**src/rtl/bri_tdm_pkg.sv**
```systemverilog
package bri_tdm_pkg;

   // Slots per interface: first bearer, second bearer, signalling
   localparam int IF_SLOTS = 3;

   typedef enum logic [1:0] {
      CH_B1   = 2'd0,
      CH_B2   = 2'd1,
      CH_SIG  = 2'd2,
      CH_IDLE = 2'd3
   } ch_kind_t;

   // Role of a frame slot for a given number of enabled interfaces
   function automatic ch_kind_t slot_kind(input int slot, input int num_if);
      if (slot >= IF_SLOTS * num_if) return CH_IDLE;
      case (slot % IF_SLOTS)
         0:       return CH_B1;
         1:       return CH_B2;
         default: return CH_SIG;
      endcase
   endfunction

endpackage

```
**src/rtl/bri_frame_timer.sv**
```systemverilog
module bri_frame_timer #(
   parameter int FRAME_SLOTS = 32,
   parameter int SLOT_BITS   = 8
) (
   input  logic                           clk,
   input  logic                           rst_n,
   input  logic                           fsync,
   output logic                           active,
   output logic [$clog2(FRAME_SLOTS)-1:0] slot,
   output logic [$clog2(SLOT_BITS)-1:0]   bitn
);
   localparam int BIT_W  = $clog2(SLOT_BITS);
   localparam int SLOT_W = $clog2(FRAME_SLOTS);
   localparam int POS_W  = SLOT_W + BIT_W;

   logic [POS_W-1:0] cnt_q;
   logic [POS_W-1:0] pos;
   logic             synced_q;

   // Sync forces position 0 in its own cycle
   assign pos    = fsync ? '0 : cnt_q;
   assign active = synced_q | fsync;
   assign slot   = pos[POS_W-1:BIT_W];
   assign bitn   = pos[BIT_W-1:0];

   always_ff @(posedge clk or negedge rst_n) begin
      if (!rst_n) begin
         cnt_q    <= '0;
         synced_q <= 1'b0;
      end else begin
         cnt_q    <= pos + POS_W'(1);      // power-of-two frame wraps freely
         synced_q <= synced_q | fsync;
      end
   end
endmodule

```
**src/rtl/bri_tx_packer.sv**
```systemverilog
module bri_tx_packer
   import bri_tdm_pkg::*;
#(
   parameter int NUM_IF      = 10,
   parameter int FRAME_SLOTS = 32,
   parameter int SLOT_BITS   = 8,
   parameter int D_BITS      = 2
) (
   input  logic                           clk,
   input  logic                           rst_n,
   input  logic                           fsync,
   input  logic                           active,
   input  logic [$clog2(FRAME_SLOTS)-1:0] slot,
   input  logic [$clog2(SLOT_BITS)-1:0]   bitn,
   input  logic [NUM_IF*SLOT_BITS-1:0]    tx_b1,
   input  logic [NUM_IF*SLOT_BITS-1:0]    tx_b2,
   input  logic [NUM_IF*D_BITS-1:0]       tx_d,
   output logic                           tx_ser
);
   localparam int BIT_W   = $clog2(SLOT_BITS);
   localparam int PAD_W   = SLOT_BITS - D_BITS;
   localparam logic [BIT_W-1:0] BIT_MSB = BIT_W'(SLOT_BITS - 1);

   logic [NUM_IF*SLOT_BITS-1:0] hold_b1_q, hold_b2_q;
   logic [NUM_IF*D_BITS-1:0]    hold_d_q;
   logic [NUM_IF*SLOT_BITS-1:0] src_b1, src_b2;
   logic [NUM_IF*D_BITS-1:0]    src_d;
   logic [SLOT_BITS-1:0]        slot_byte [FRAME_SLOTS];
   logic [BIT_W-1:0]            sel;

   // In the sync cycle the live inputs feed slot 0, afterwards the captured copy
   assign src_b1 = fsync ? tx_b1 : hold_b1_q;
   assign src_b2 = fsync ? tx_b2 : hold_b2_q;
   assign src_d  = fsync ? tx_d  : hold_d_q;

   always_ff @(posedge clk or negedge rst_n) begin
      if (!rst_n) begin
         hold_b1_q <= '0;
         hold_b2_q <= '0;
         hold_d_q  <= '0;
      end else if (fsync) begin
         hold_b1_q <= tx_b1;
         hold_b2_q <= tx_b2;
         hold_d_q  <= tx_d;
      end
   end

   // Fixed slot map, resolved at elaboration
   for (genvar s = 0; s < FRAME_SLOTS; s++) begin : g_slot
      localparam ch_kind_t KIND = slot_kind(s, NUM_IF);
      localparam int       IFN  = s / IF_SLOTS;
      if (KIND == CH_B1) begin : g_b1
         assign slot_byte[s] = src_b1[IFN*SLOT_BITS +: SLOT_BITS];
      end else if (KIND == CH_B2) begin : g_b2
         assign slot_byte[s] = src_b2[IFN*SLOT_BITS +: SLOT_BITS];
      end else if (KIND == CH_SIG) begin : g_sig
         assign slot_byte[s] = {src_d[IFN*D_BITS +: D_BITS], {PAD_W{1'b1}}};
      end else begin : g_idle
         assign slot_byte[s] = '1;
      end
   end

   assign sel = BIT_MSB - bitn;

   always_ff @(posedge clk or negedge rst_n) begin
      if (!rst_n) tx_ser <= 1'b1;
      else        tx_ser <= active ? slot_byte[slot][sel] : 1'b1;
   end
endmodule

```
**src/rtl/bri_rx_unpacker.sv**
```systemverilog
module bri_rx_unpacker
   import bri_tdm_pkg::*;
#(
   parameter int NUM_IF      = 10,
   parameter int FRAME_SLOTS = 32,
   parameter int SLOT_BITS   = 8,
   parameter int D_BITS      = 2
) (
   input  logic                           clk,
   input  logic                           rst_n,
   input  logic                           active,
   input  logic [$clog2(FRAME_SLOTS)-1:0] slot,
   input  logic [$clog2(SLOT_BITS)-1:0]   bitn,
   input  logic                           rx_ser,
   output logic [NUM_IF*SLOT_BITS-1:0]    rx_b1,
   output logic [NUM_IF*SLOT_BITS-1:0]    rx_b2,
   output logic [NUM_IF*D_BITS-1:0]       rx_d,
   output logic                           rx_valid
);
   localparam int SLOT_W    = $clog2(FRAME_SLOTS);
   localparam int MAX_IF    = FRAME_SLOTS / IF_SLOTS;
   localparam int LAST_SLOT = IF_SLOTS * MAX_IF - 1;

   logic [SLOT_BITS-2:0] shift_q;
   logic [SLOT_BITS-1:0] byte_now;
   logic                 slot_end;
   logic                 done_q;
   logic [SLOT_BITS-1:0] st_b1 [NUM_IF];
   logic [SLOT_BITS-1:0] st_b2 [NUM_IF];
   logic [D_BITS-1:0]    st_d  [NUM_IF];

   assign byte_now = {shift_q, rx_ser};
   assign slot_end = active && (bitn == '1);

   always_ff @(posedge clk or negedge rst_n) begin
      if (!rst_n) begin
         shift_q <= '0;
      end else if (active) begin
         shift_q <= {shift_q[SLOT_BITS-3:0], rx_ser};
      end
   end

   // Per-slot staging: a byte lands here when its last bit arrives
   always_ff @(posedge clk or negedge rst_n) begin
      if (!rst_n) begin
         for (int i = 0; i < NUM_IF; i++) begin
            st_b1[i] <= '0;
            st_b2[i] <= '0;
            st_d[i]  <= '0;
         end
      end else if (slot_end) begin
         for (int i = 0; i < NUM_IF; i++) begin
            if (slot == SLOT_W'(IF_SLOTS*i))     st_b1[i] <= byte_now;
            if (slot == SLOT_W'(IF_SLOTS*i + 1)) st_b2[i] <= byte_now;
            if (slot == SLOT_W'(IF_SLOTS*i + 2)) st_d[i]  <= byte_now[SLOT_BITS-1 -: D_BITS];
         end
      end
   end

   // Release every interface at once after the last interface slot
   always_ff @(posedge clk or negedge rst_n) begin
      if (!rst_n) begin
         done_q   <= 1'b0;
         rx_valid <= 1'b0;
         rx_b1    <= '0;
         rx_b2    <= '0;
         rx_d     <= '0;
      end else begin
         done_q   <= slot_end && (slot == SLOT_W'(LAST_SLOT));
         rx_valid <= done_q;
         if (done_q) begin
            for (int i = 0; i < NUM_IF; i++) begin
               rx_b1[i*SLOT_BITS +: SLOT_BITS] <= st_b1[i];
               rx_b2[i*SLOT_BITS +: SLOT_BITS] <= st_b2[i];
               rx_d[i*D_BITS +: D_BITS]        <= st_d[i];
            end
         end
      end
   end
endmodule

```
**src/rtl/bri_tdm_mux.sv**
```systemverilog
module bri_tdm_mux #(
   parameter int NUM_IF      = 10,
   parameter int FRAME_SLOTS = 32,
   parameter int SLOT_BITS   = 8,
   parameter int D_BITS      = 2
) (
   input  logic                        clk,
   input  logic                        rst_n,
   input  logic                        fsync,
   input  logic [NUM_IF*SLOT_BITS-1:0] tx_b1,
   input  logic [NUM_IF*SLOT_BITS-1:0] tx_b2,
   input  logic [NUM_IF*D_BITS-1:0]    tx_d,
   output logic                        tx_ser,
   input  logic                        rx_ser,
   output logic [NUM_IF*SLOT_BITS-1:0] rx_b1,
   output logic [NUM_IF*SLOT_BITS-1:0] rx_b2,
   output logic [NUM_IF*D_BITS-1:0]    rx_d,
   output logic                        rx_valid
);
   localparam int BIT_W  = $clog2(SLOT_BITS);
   localparam int SLOT_W = $clog2(FRAME_SLOTS);
   localparam int MAX_IF = FRAME_SLOTS / bri_tdm_pkg::IF_SLOTS;

   if (NUM_IF < 1 || NUM_IF > MAX_IF) begin : g_bad_num_if
      $error("NUM_IF must lie between 1 and FRAME_SLOTS/3");
   end
   if ((1 << SLOT_W) != FRAME_SLOTS) begin : g_bad_frame
      $error("FRAME_SLOTS must be a power of two");
   end
   if ((1 << BIT_W) != SLOT_BITS || SLOT_BITS < 4) begin : g_bad_slot
      $error("SLOT_BITS must be a power of two of at least 4");
   end
   if (D_BITS < 1 || D_BITS >= SLOT_BITS) begin : g_bad_dbits
      $error("D_BITS must be at least 1 and below SLOT_BITS");
   end

   logic              active;
   logic [SLOT_W-1:0] slot;
   logic [BIT_W-1:0]  bitn;

   bri_frame_timer #(
      .FRAME_SLOTS (FRAME_SLOTS),
      .SLOT_BITS   (SLOT_BITS)
   ) u_timer (
      .clk    (clk),
      .rst_n  (rst_n),
      .fsync  (fsync),
      .active (active),
      .slot   (slot),
      .bitn   (bitn)
   );

   bri_tx_packer #(
      .NUM_IF      (NUM_IF),
      .FRAME_SLOTS (FRAME_SLOTS),
      .SLOT_BITS   (SLOT_BITS),
      .D_BITS      (D_BITS)
   ) u_tx (
      .clk    (clk),
      .rst_n  (rst_n),
      .fsync  (fsync),
      .active (active),
      .slot   (slot),
      .bitn   (bitn),
      .tx_b1  (tx_b1),
      .tx_b2  (tx_b2),
      .tx_d   (tx_d),
      .tx_ser (tx_ser)
   );

   bri_rx_unpacker #(
      .NUM_IF      (NUM_IF),
      .FRAME_SLOTS (FRAME_SLOTS),
      .SLOT_BITS   (SLOT_BITS),
      .D_BITS      (D_BITS)
   ) u_rx (
      .clk      (clk),
      .rst_n    (rst_n),
      .active   (active),
      .slot     (slot),
      .bitn     (bitn),
      .rx_ser   (rx_ser),
      .rx_b1    (rx_b1),
      .rx_b2    (rx_b2),
      .rx_d     (rx_d),
      .rx_valid (rx_valid)
   );
endmodule

```
**config.mk**
```make
export PLATFORM = sky130hd
export DESIGN_NAME = bri_tdm_mux
export DESIGN_NICKNAME = d
export VERILOG_FILES = /design/src/rtl/bri_tdm_pkg.sv /design/src/rtl/bri_frame_timer.sv /design/src/rtl/bri_tx_packer.sv /design/src/rtl/bri_rx_unpacker.sv /design/src/rtl/bri_tdm_mux.sv
export SDC_FILE = /design/constraint.sdc
export NUM_CORES = 1
export LEC_CHECK = 0
export CORE_ASPECT_RATIO = 0.7
export CORE_MARGIN = 10
export CORE_UTILIZATION = 45
export DETAILED_ROUTE_END_ITERATION = 6
export PLACE_DENSITY_LB_ADDON = 0.15
export SYNTH_ARGS = -nofsm -noshare
export SYNTH_HDL_FRONTEND = slang
export SYNTH_SLANG_ARGS = --single-unit
```
**constraint.sdc**
```tcl
create_clock -name clk -period 2.2 [get_ports clk]
set_clock_uncertainty 0.1 [all_clocks]
set_input_delay 0.22 -clock clk [delete_from_list [all_inputs] [get_ports clk]]
set_output_delay 0.22 -clock clk [all_outputs]
set_load 0.01 [all_outputs]
```
# Yosys cells after proc, flatten, opt, wreduce, memory -nomap -nowiden
# Index checks and enable logic that the tools add are counted.
# Widths: inputs -> output; s select.
word_totals:
  inputBits: 184
  wordCells: 121
  regBits: 559
  out_inout_bits: 182
op_classes:
  n_eq_ne: 30
  order_cmp: 2
  addsub: 2
  n_reduce_logical: 33
  muxes: 10
  bitwise_logic: 2
op_table:
  columns: ["op", "n"]
  rows:
  - ["$mux 80", 2]
  - ["$eq 5x5->1 const B", 14]
  - ["$reduce_and 2->1", 30]
  - ["$bmux 8 s5", 1]
  - ["$eq 5x4->1 const B", 8]
  - ["$mux 8", 3]
  - ["$eq 5x3->1 const B", 4]
  - ["$mux 20", 1]
  - ["$eq 5x2->1 const B", 2]
  - ["$add 8x1->8 const B", 1]
  - ["$ge 6x6->1 const B", 1]
  - ["$not 5->6", 1]
  - ["$eq 5x1->1 const B", 1]
  - ["$logic_not 5->1", 1]
  - ["$lt 3x4->1 const B", 1]
  - ["$bmux 1 s3", 1]
  - ["$eq 3x3->1 const B", 1]
  - ["$sub 3x3->3 const A", 1]
  - ["$logic_and 1x1->1", 2]
  - ["$mux 1", 2]
  - ["$or 1x1->1", 1]

# Logic depth before layout (Yosys ltp)
# Gate-level depths: netlist of the first run.
depth:
  depth_word: 8
  depth_mapped: 12
  ltp_nobuf: 9

# Hierarchy
# A second synthesis of the first run with hierarchy kept.
unflattened:
  hier_cells: 1513
  hier_area_um2: 23394.9
modules_own_cells:
  columns: ["module", "area_per_inst_um2", "n_inst", "seq_area_each_um2", "cells_each"]
  rows:
  - ["bri_rx_unpacker", 14132.3, 1, 9233.9, 835]
  - ["bri_tx_packer", 8828.5, 1, 4530.6, 640]
  - ["bri_frame_timer", 434.2, 1, 225.2, 38]

# Worst setup path after synthesis of the first run
# OpenSTA, ideal clock, no wires.
synth_timing:
  path_kind: "input-to-reg"
  startpoint: "input fsync"
  endpoint: "register u_rx.st_b1[32] (netlist name)"
  path_slack_ns: -0.373
  cell_stages: 11
  t_required_ns: 1.975
  path_buffers: 3
  arrival_ns: 2.348
  setup_time_ns: 0.125
  path_cell_list: "buf_6 > buf_2 > nor2b_1 > clkbuf_1 > ha_1 > ha_1 > nand2_1 > nor2_1 > nand3_1 > nor2_2 > mux2_2"
synth_between:
  elab_chain_cells: 4
  elab_cells_between_ends: 6
  classes_between: "eq/ne: 2; mux: 1; bitwise: 1; reduce/logical: 2"
synth_lines:
  columns: ["item", "line_no", "text"]
  rows:
  - ["from (decl)", "bri_tdm_mux.sv:9", "input logic fsync,"]
  - ["$mux 8", "bri_frame_timer.sv:21", "assign pos = fsync ? '0 : cnt_q;"]
  - ["$eq 3x3->1", "bri_rx_unpacker.sv:33", "assign slot_end = active && (bitn == '1);"]
  - ["$logic_and 1x1->1", "bri_rx_unpacker.sv:33", null]
  - ["$reduce_and 2->1 (no source line) (*)", null, null]
  - ["to (signal, indexed assignment)", "bri_rx_unpacker.sv:53", "if (slot == SLOT_W'(IF_SLOTS*i)) st_b1[i] <= byte_now;"]
  - ["to (decl)", "bri_rx_unpacker.sv:28", "logic [SLOT_BITS-1:0] st_b1 [NUM_IF];"]
# Mark *: on every way between the ends. The rest lies on a longest branch, timed or not.
# A chain may end at the register's enable or synchronous reset.

# Worst setup path in the final report of the first run
layout_timing:
  startpoint: "register u_timer.cnt_q[4]"
  endpoint: "register u_tx.tx_ser"
layout_between:
  elab_chain_cells: 8
layout_lines:
  columns: ["item", "line_no", "text"]
  rows:
  - ["from (decl)", "bri_frame_timer.sv:16", "logic [POS_W-1:0] cnt_q;"]
  - ["from (signal assigned)", "bri_frame_timer.sv:31", "cnt_q <= pos + POS_W'(1);"]
  - ["$mux 8", "bri_frame_timer.sv:21", null]
  - ["$not 5->6 (implied by the code)", "bri_tx_packer.sv:67", "else tx_ser <= active ? slot_byte[slot][sel] : 1'b1;"]
  - ["$bmux 8 s5", "bri_tx_packer.sv:67", null]
  - ["$mux 8 (implied by the code) (2 in a row)", "bri_tx_packer.sv:67", null]
  - ["$bmux 1 s3", "bri_tx_packer.sv:67", null]
  - ["$mux 1 (implied by the code)", "bri_tx_packer.sv:67", null]
  - ["$mux 1", "bri_tx_packer.sv:67", null]
  - ["to (signal assigned)", "bri_tx_packer.sv:67", null]
  - ["to (decl)", "bri_tx_packer.sv:18", "output logic tx_ser"]
# No other way between the ends. The select of a mux whose other input is x is not followed.

==> tab_implementation.tex, run 1 <==
\begin{tabular}{lr}
\hline
Metric & Value \\
\hline
\multicolumn{2}{l}{\textbf{Die}} \\
Area of the die & 0.0602 mm2 \\
Horizontal die dimension & 289 um \\
Number of top-level pins & 366 \\
Initial standard-cell utilization of the core & 45.9\% \\
Floorplan row count & 68 \\
Chip height & 208 um \\
Core Box Area & 0.0497 mm2 \\
\multicolumn{2}{l}{\textbf{Clock tree}} \\
CTS root buf & clkbuf\_16 \\
Clock network latency to the later pin of the worst-skew pair & 0.61 ns \\
Maximum clock insertion buffer count & 3 \\
Num Clock Sinks & 559 \\
Total clock buffers created by CTS & 54 \\
Clock transition at the registers of the reported paths & 0.07 ns \\
H-tree depth & 2 \\
CTS tree & built \\
\multicolumn{2}{l}{\textbf{Power and ir drop}} \\
Net Sw Frac & 22.7\% \\
Post-layout power & 22100 uW \\
Internal power component & 17100 uW \\
Leakage & 0.0142 uW \\
Proportion of power drawn by combinational gates & 7.6\% \\
Clock share of power & 43.0\% \\
Largest voltage drop on the vdd net & 587 uV \\
Proportion of power drawn by flip-flops and latches & 49.4\% \\
Power per cell area & 711 mW/mm2 \\
Switch Pwr & 5020 uW \\
\multicolumn{2}{l}{\textbf{Timing}} \\
Worst-case setup margin in the final layout & -0.132 ns \\
Sum of negative setup slack & -0.132 ns \\
Pins over their slew limit & 0 \\
Final hold vios & 0 \\
Slew @ Worst Pin & 1.23 ns \\
Shortest period the worst path allows & 2.33 ns \\
RSZ-0062 raised after global routing & true \\
Worst relative slew slack & 18.3\% \\
Worst hold-check slack & 0.0543 ns \\
Portion of the clock cycle consumed by the worst path in the final layout & 106\% \\
Number of failing setup endpoints in the final timing report & 1 \\
Max Clock Freq & 429 MHz \\
\multicolumn{2}{l}{\textbf{Critical path}} \\
Number of buffer and inverter stages on the critical path & 3 \\
Startpoint of the worst register-to-register path & u\_timer.cnt\_q[4] \\
Kind of end point of the critical path & flip-flop \\
Endpoint required time on the critical path & 2.62 ns \\
End of the worst register-to-register path & u\_tx.tx\_ser \\
Crit path largest cell delay & 0.49 ns \\
Critical path's slowest cell & or4b\_4 \\
Critical Path, Cell by Cell & buf\_12 -> buf\_16 -> or4b\_4 -> buf\_6 -> o211ai\_1 -> a22oi\_1 -> o2111ai\_2 -> nand4\_1 \\
Worst-path fanout max & 7 \\
Worst endpoint data arrival time & 2.75 ns \\
Critical path launch point type & flip-flop \\
R2r worst-path depth & 8 \\
Setup slack of the worst register-to-register path & -0.13 ns \\
Kind of cell with the highest combined delay on the critical path & compound AO/OA/AOI/OAI gates \\
WS Path Type & reg2reg \\
\multicolumn{2}{l}{\textbf{Detailed routing}} \\
Detail-routed via count per cell & 5.40 \\
Drc violations & 0 \\
Initial DRC Count & 926 \\
WL final & 69000 um \\
Post-route ant nets & 0 \\
Via count & 15.0k \\
Wire length per cell & 24.9 um \\
Number of search-and-repair iterations in the first detailed-routing pass & 5 \\
\multicolumn{2}{l}{\textbf{Global route}} \\
Total overflow reported by the global router & 0 \\
Antenna violations before repair & 1 \\
Pin count of the biggest net entering global routing & 102 \\
Number of global-route vias before repair & 16.1k \\
Overall track demand over capacity in global routing & 22.4\% \\
Wire length of the first global-routing pass & 103000 um \\
\multicolumn{2}{l}{\textbf{Placement}} \\
Post-Place Setup Slack & -0.210 ns \\
Cell Count Post-Placement & 2639 \\
Placer's final routability congestion estimate & 0.925 \\
HPWL after DPL & 49200 um \\
Number of input and output port buffers inserted & 365 \\
\multicolumn{2}{l}{\textbf{Yosys}} \\
Cell count after synthesis & 1556 \\
Leading register cell type out of synthesis & dfrtp\_1 \\
Flip-flop and latch count after synthesis & 559 \\
Commonest cells in the synthesized netlist & 558 x dfrtp\_1, 543 x mux2\_2, 58 x nand2\_1 \\
FFs w/ async S/R, synth & 100\% \\
Sequential area share after synthesis & 61.4\% \\
Number of warnings issued by yosys & 0 \\
Most frequent cell after synthesis & dfrtp\_1 \\
Biggest area contributors in the synthesized netlist & dfrtp\_1 61\%, mux2\_2 27\%, nand2\_1 0.96\% \\
Number of enable flip-flop cells after synthesis & 0 \\
Cell type contributing the most total cell area after synthesis & dfrtp\_1 \\
Top-area cell type share of the netlist area & 61.3\% \\
Syn Area/Cell & 14.6 um2 \\
Summed instance area of the synthesized netlist & 0.0228 mm2 \\
Number of distinct standard cells referenced by the synthesized netlist & 67 \\
Net count after synthesis & 1742 \\
\multicolumn{2}{l}{\textbf{Worst hold path}} \\
Hold path startpoint & fsync \\
Cell count of the worst hold path & 3 \\
WHS Endpoint & u\_tx.hold\_b2\_q[44] \\
Class of the worst hold path & in2reg \\
\multicolumn{2}{l}{\textbf{Run status}} \\
Status & finished with violations \\
Failing checks & negative setup slack \\
\multicolumn{2}{l}{\textbf{Layout}} \\
Area growth from synthesis to layout & 36.5\% \\
Final-stage net count & 2252 \\
Fraction of final layout cells sized beyond drive strength 1 & 41.8\% \\
Non-Filler Instances & 2776 \\
\multicolumn{2}{l}{\textbf{Flow run}} \\
MaxCap Viol Count & 0 \\
\hline
\end{tabular}
worst register-to-register path: stages, from the launching register on:
cell and delay (ns):
dfrtp_2 0.44, buf_12 0.16, buf_16 0.15, or4b_4 0.49
buf_6 0.14, o211ai_1 0.38, a22oi_1 0.17, o2111ai_2 0.13
nand4_1 0.10
cell usage in the layout (no fill, tap or decap), types with 11 or more instances in the layout:
master	instances
a21oi_1	20
buf_12	37
buf_4	132
clkbuf_1	17
clkbuf_16	55
clkbuf_8	11
clkdlybuf4s50_1	363
dfrtp_1	552
mux2_2	517
mux2_4	28
mux2i_1	16
nand2_1	54
nand3_1	12
nor2_1	40
nor3_1	17
o21ai_0	22
o22ai_1	18
power by group through the flow:
stage | clock (uW) | sequential [uW] | combinational [uW]
after floorplan | 0 | 11000 | 734
after global placement | 0 | 11100 | 1580
after detailed placement | 0 | 11100 | 1600
after CTS | 9710 | 10900 | 1670
final | 9520 | 10900 | 1690
after global routing | 10100 | 11000 | 1810
per-stage QoR:
step | cell area [um2] | util (%)
after floorplan | 23000 | -
final | 31100 | 62.6
after global routing | 31100 | 62.6
after detailed placement | 28600 | 57.6
after global placement | 28600 | 57.6
after CTS | 30900 | 62.2
area by class of cell:
class | instances | area [um2]
fill | 3816 | 18600
multi-input combinational | 886 | 8700
inverter | 11 | 46.3
timing repair buffer | 554 | 5710
clock inverter | 18 | 243
antenna | 1 | 2.50
clock buffer | 82 | 1580
sequential | 559 | 14000
tap | 665 | 832
logic make-up (layout without fill, tap and decap cells):
group	Yosys count	count (layout)	share of synthesized area [%]
mux	570	570	28.4
flops	559	559	61.4
simple gates	185	185	4.06
compound gates	125	125	3.72
buf+inv	111	665	2.17
xor+xnor	4	4	0.154
fa+ha+maj	2	2	0.110
other cells	0	1	0
state kept, by name, indices dropped and copies added, names as in the netlist:
signal            count
u_rx.st_d            20
u_rx.rx_d            20
u_tx.hold_b2_q       80
u_tx.hold_d_q        20
u_tx.tx_ser           1
u_timer.cnt_q         8
u_tx.hold_b1_q       80
u_timer.synced_q      1
u_rx.rx_b2           80
u_rx.st_b2           80
u_rx.done_q           1
u_rx.rx_b1           80
u_rx.rx_valid         1
u_rx.shift_q          7
u_rx.st_b1           80
worst max-delay path by stage:
stage | cells past startpoint | end | startpoint | slack (ns)
after floorplan | 12 | u_rx.st_b1[64] | fsync | -0.07
after global placement | 10 | u_tx.tx_ser | fsync | -0.21
final | 8 | u_tx.tx_ser | u_timer.cnt_q[4] | -0.13
after CTS | 8 | u_tx.tx_ser | u_timer.cnt_q[4] | -0.07
after detailed placement | 10 | u_tx.tx_ser | fsync | -0.21
after global routing | 10 | u_tx.tx_ser | u_timer.cnt_q[4] | -0.15
metal layers:
layer / track usage [%] / up-vias / wire [um]
met3: 5.86 / 75 / 4860
met1: 31.7 / 7864 / 31700
li1: - / 6612 / -
met4: 4.46 / 2 / 1020
met5: 1.17 / - / 91
met2: 34.0 / 432 / 31400
timing repair:
item / in CTS / in global routing
resized for setup: 36 / 30
pin swaps: 11 / 15
buffers inserted: 17 / 10
gates cloned: 4 / 1
hold buffers: 6 / 0
endpoints found under the hold margin: 561 / 0
setup endpoints to repair: 99 / 122
Power figures use the tool's default switching activity.
==> inputs of run 2 (changes only) <==
- CORE_UTILIZATION: 45 -> 48
- SKIP_LAST_GASP: not set -> 1
==> run 2 against run 1 <==
Effect of this change: worst setup slack better by 0.086 ns; power fell by 2.5%; via count fell by 1.1%; flip-flop and latch count is the same; the run still ends with negative setup slack left; cell count is 2.7% lower; combinational power hardly changed; clock power shrank 5.4%; die area down 5.7%.
==> tab_implementation.tex, run 2 (synthesized netlist as in run 1, its figures left out) <==
\begin{tabular}{lr}
\hline
Metric & Value \\
\hline
\multicolumn{2}{l}{\textbf{Layout}} \\
Non-Filler Instances & 2701 (-2.7\%) \\
Area growth from synthesis to layout & 34.3\% \\
Final-stage net count & 2234 (-0.80\%) \\
Leading cell type in the layout, fill and taps excluded & dfrtp\_1 \\
Top library cells by usage in the layout, fill and taps aside & 554 x dfrtp\_1, 515 x mux2\_2, 363 x clkdlybuf4s50\_1, 130 x buf\_4, 53 x nand2\_1 \\
\# diodes & 0 (-1) \\
Total of fill cells in the finished design & 3383 (-11\%) \\
Fraction of final layout cells sized beyond drive strength 1 & 41.4\% (-0.39 points) \\
\multicolumn{2}{l}{\textbf{Placement}} \\
Number of input and output port buffers inserted & 365 (unchanged) \\
HPWL after DPL & 48600 um (-1.2\%) \\
Cell Count Post-Placement & 2595 (-1.7\%) \\
Placer's final routability congestion estimate & 0.967 (+4.5\%) \\
\multicolumn{2}{l}{\textbf{Die}} \\
Initial standard-cell utilization of the core & 48.8\% (+3.0 points) \\
Horizontal die dimension & 280 um (-3.0\%) \\
Area of the die & 0.0567 mm2 (-5.7\%) \\
Core Box Area & 0.0467 mm2 (-6.1\%) \\
Floorplan row count & 66 (-2.9\%) \\
Chip height & 202 um (-2.9\%) \\
Number of top-level pins & 366 (unchanged) \\
\multicolumn{2}{l}{\textbf{Global route}} \\
Total overflow reported by the global router & 0 (unchanged) \\
Global-route met3 utilization & 6.28\% (+0.43 points) \\
Busiest grt layer & met2 \\
Met1 global-route usage & 32.8\% (+1.1 points) \\
Number of global-route vias before repair & 15.9k (-1.1\%) \\
Wire length of the first global-routing pass & 100000 um (-2.1\%) \\
Antenna violations before repair & 2 (+1) \\
Overall track demand over capacity in global routing & 23.1\% (+0.69 points) \\
GRT met2 Usage & 35.0\% (+1.0 points) \\
Pin count of the biggest net entering global routing & 84 (-18\%) \\
\multicolumn{2}{l}{\textbf{Clock tree}} \\
Num Clock Sinks & 559 (unchanged) \\
Clock network latency to the later pin of the worst-skew pair & 0.59 ns (-0.02 ns) \\
Total clock buffers created by CTS & 52 (-3.7\%) \\
CTS root buf & clkbuf\_16 \\
CTS tree & built \\
Clock transition at the registers of the reported paths & 0.07 ns (about the same) \\
Maximum clock insertion buffer count & 3 (unchanged) \\
H-tree depth & 2 (unchanged) \\
\multicolumn{2}{l}{\textbf{Run status}} \\
Failing checks & negative setup slack \\
Status & finished with violations \\
\multicolumn{2}{l}{\textbf{Timing}} \\
Max Clock Freq & 445 MHz (+3.8\%) \\
Final hold vios & 0 (unchanged) \\
Shortest period the worst path allows & 2.25 ns (-0.0856 ns) \\
RSZ-0062 raised after global routing & true \\
Sum of negative setup slack & -0.0463 ns (+0.0856 ns) \\
Portion of the clock cycle consumed by the worst path in the final layout & 102\% (-3.9 points) \\
Pins over their slew limit & 0 (unchanged) \\
Slew @ Worst Pin & 1.35 ns (+0.122 ns) \\
Number of failing setup endpoints in the final timing report & 1 (unchanged) \\
Worst-case setup margin in the final layout & -0.0463 ns (+0.0856 ns) \\
Worst relative slew slack & 10.1\% (-8.2 points) \\
Worst hold-check slack & 0.0307 ns (-0.0236 ns) \\
\multicolumn{2}{l}{\textbf{Critical path}} \\
Critical Path, Cell by Cell & buf\_12 -> buf\_12 -> mux2\_2 -> a21oi\_1 -> a221oi\_2 -> nor3\_1 -> a22oi\_1 -> o2111ai\_2 -> nand4\_1 \\
Worst-path fanout max & 12 (+5) \\
Kind of cell with the highest combined delay on the critical path & compound AO/OA/AOI/OAI gates \\
Critical path launch point type & flip-flop \\
Endpoint required time on the critical path & 2.61 ns (about the same) \\
Number of buffer and inverter stages on the critical path & 2 (-1) \\
Critical path's slowest cell & dfrtp\_2 \\
Crit path largest cell delay & 0.43 ns (-0.06 ns) \\
Kind of end point of the critical path & flip-flop \\
WS Path Type & reg2reg \\
Most repeated library cell on the critical path & buf\_12 \\
Worst endpoint data arrival time & 2.66 ns (-0.09 ns) \\
\multicolumn{2}{l}{\textbf{Detailed routing}} \\
Detail-routed via count per cell & 5.48 (+1.6\%) \\
Drc violations & 0 (unchanged) \\
Post-route ant nets & 0 (unchanged) \\
WL final & 66200 um (-4.0\%) \\
Number of search-and-repair iterations in the first detailed-routing pass & 6 (+1) \\
Wire length per cell & 24.5 um (-1.4\%) \\
Via count & 14.8k (-1.1\%) \\
Initial DRC Count & 1062 (+15\%) \\
\multicolumn{2}{l}{\textbf{Power and ir drop}} \\
Power per cell area & 705 mW/mm2 (-0.95\%) \\
Leakage & 0.0140 uW (-1.7\%) \\
Largest voltage drop on the vdd net & 529 uV (-9.9\%) \\
Post-layout power & 21600 uW (-2.5\%) \\
\multicolumn{2}{l}{\textbf{Flow run}} \\
MaxCap Viol Count & 0 (unchanged) \\
\multicolumn{2}{l}{\textbf{Worst hold path}} \\
Class of the worst hold path & in2async \\
\hline
\end{tabular}
run 2: timing repair:
action / in CTS / in global routing
resized for setup: 27 / 28
buffers inserted: 1 / 4
setup endpoints to repair: 131 / 104
hold buffers: 6 / 0
pin swaps: 5 / 9
hold endpoints to repair: 449 / 0
run 2: worst paths after layout:
kind / start / end / slack (ns) / depth (start not counted)
max in group asynchronous: rst_n / u_rx.rx_b1[21] / 1.08 / 3
min in group clk: fsync / u_tx.hold_b1_q[32] / 0.08 / 3
hold reg to reg: u_rx.st_b2[52] / u_rx.rx_b2[28] / 0.40 / 1
hold / removal: rst_n / u_tx.hold_b1_q[11] / 0.03 / 2
setup / recovery: u_timer.cnt_q[3] / u_tx.tx_ser / -0.05 / 9
setup reg to reg: u_timer.cnt_q[3] / u_tx.tx_ser / -0.05 / 9
run 2: area by class of cell:
cell class | count | area [um2] | area share [%]
flip-flops and latches | 559 | 14000 | 45.7
multi-input cells | 886 | 8680 | 28.4
repair buffers | 538 | 5400 | 17.6
clock buffers | 82 | 1610 | 5.27
well taps | 612 | 766 | 2.50
clock inverters | 13 | 108 | 0.352
inverters | 11 | 46.3 | 0.151
run 2: stage by stage:
step	setup slack (ns)	cell area (um2)	utilization, %
after floorplan	-0.0694	23000	-
after global placement	-0.227	28600	61.2
after detailed placement	-0.211	28600	61.2
after CTS	-0.0676	30400	65.3
after global routing	-0.109	30600	65.6
final	-0.0463	30600	65.6
run 2: power by group:
| group | leakage, uW | internal, uW | switching [uW] |
|---|---|---|---|
| combinational | 0.00579 | 898 | 758 |
| sequential | 0.00736 | 10700 | 250 |
| clock | 0.000838 | 5050 | 3960 |
run 2: layer usage:
metal	share of wire, %	wire length [um]
met1	46	30300
met2	45	29800
met3	7.7	5130
met4	1.6	1060
met5	0.017	11
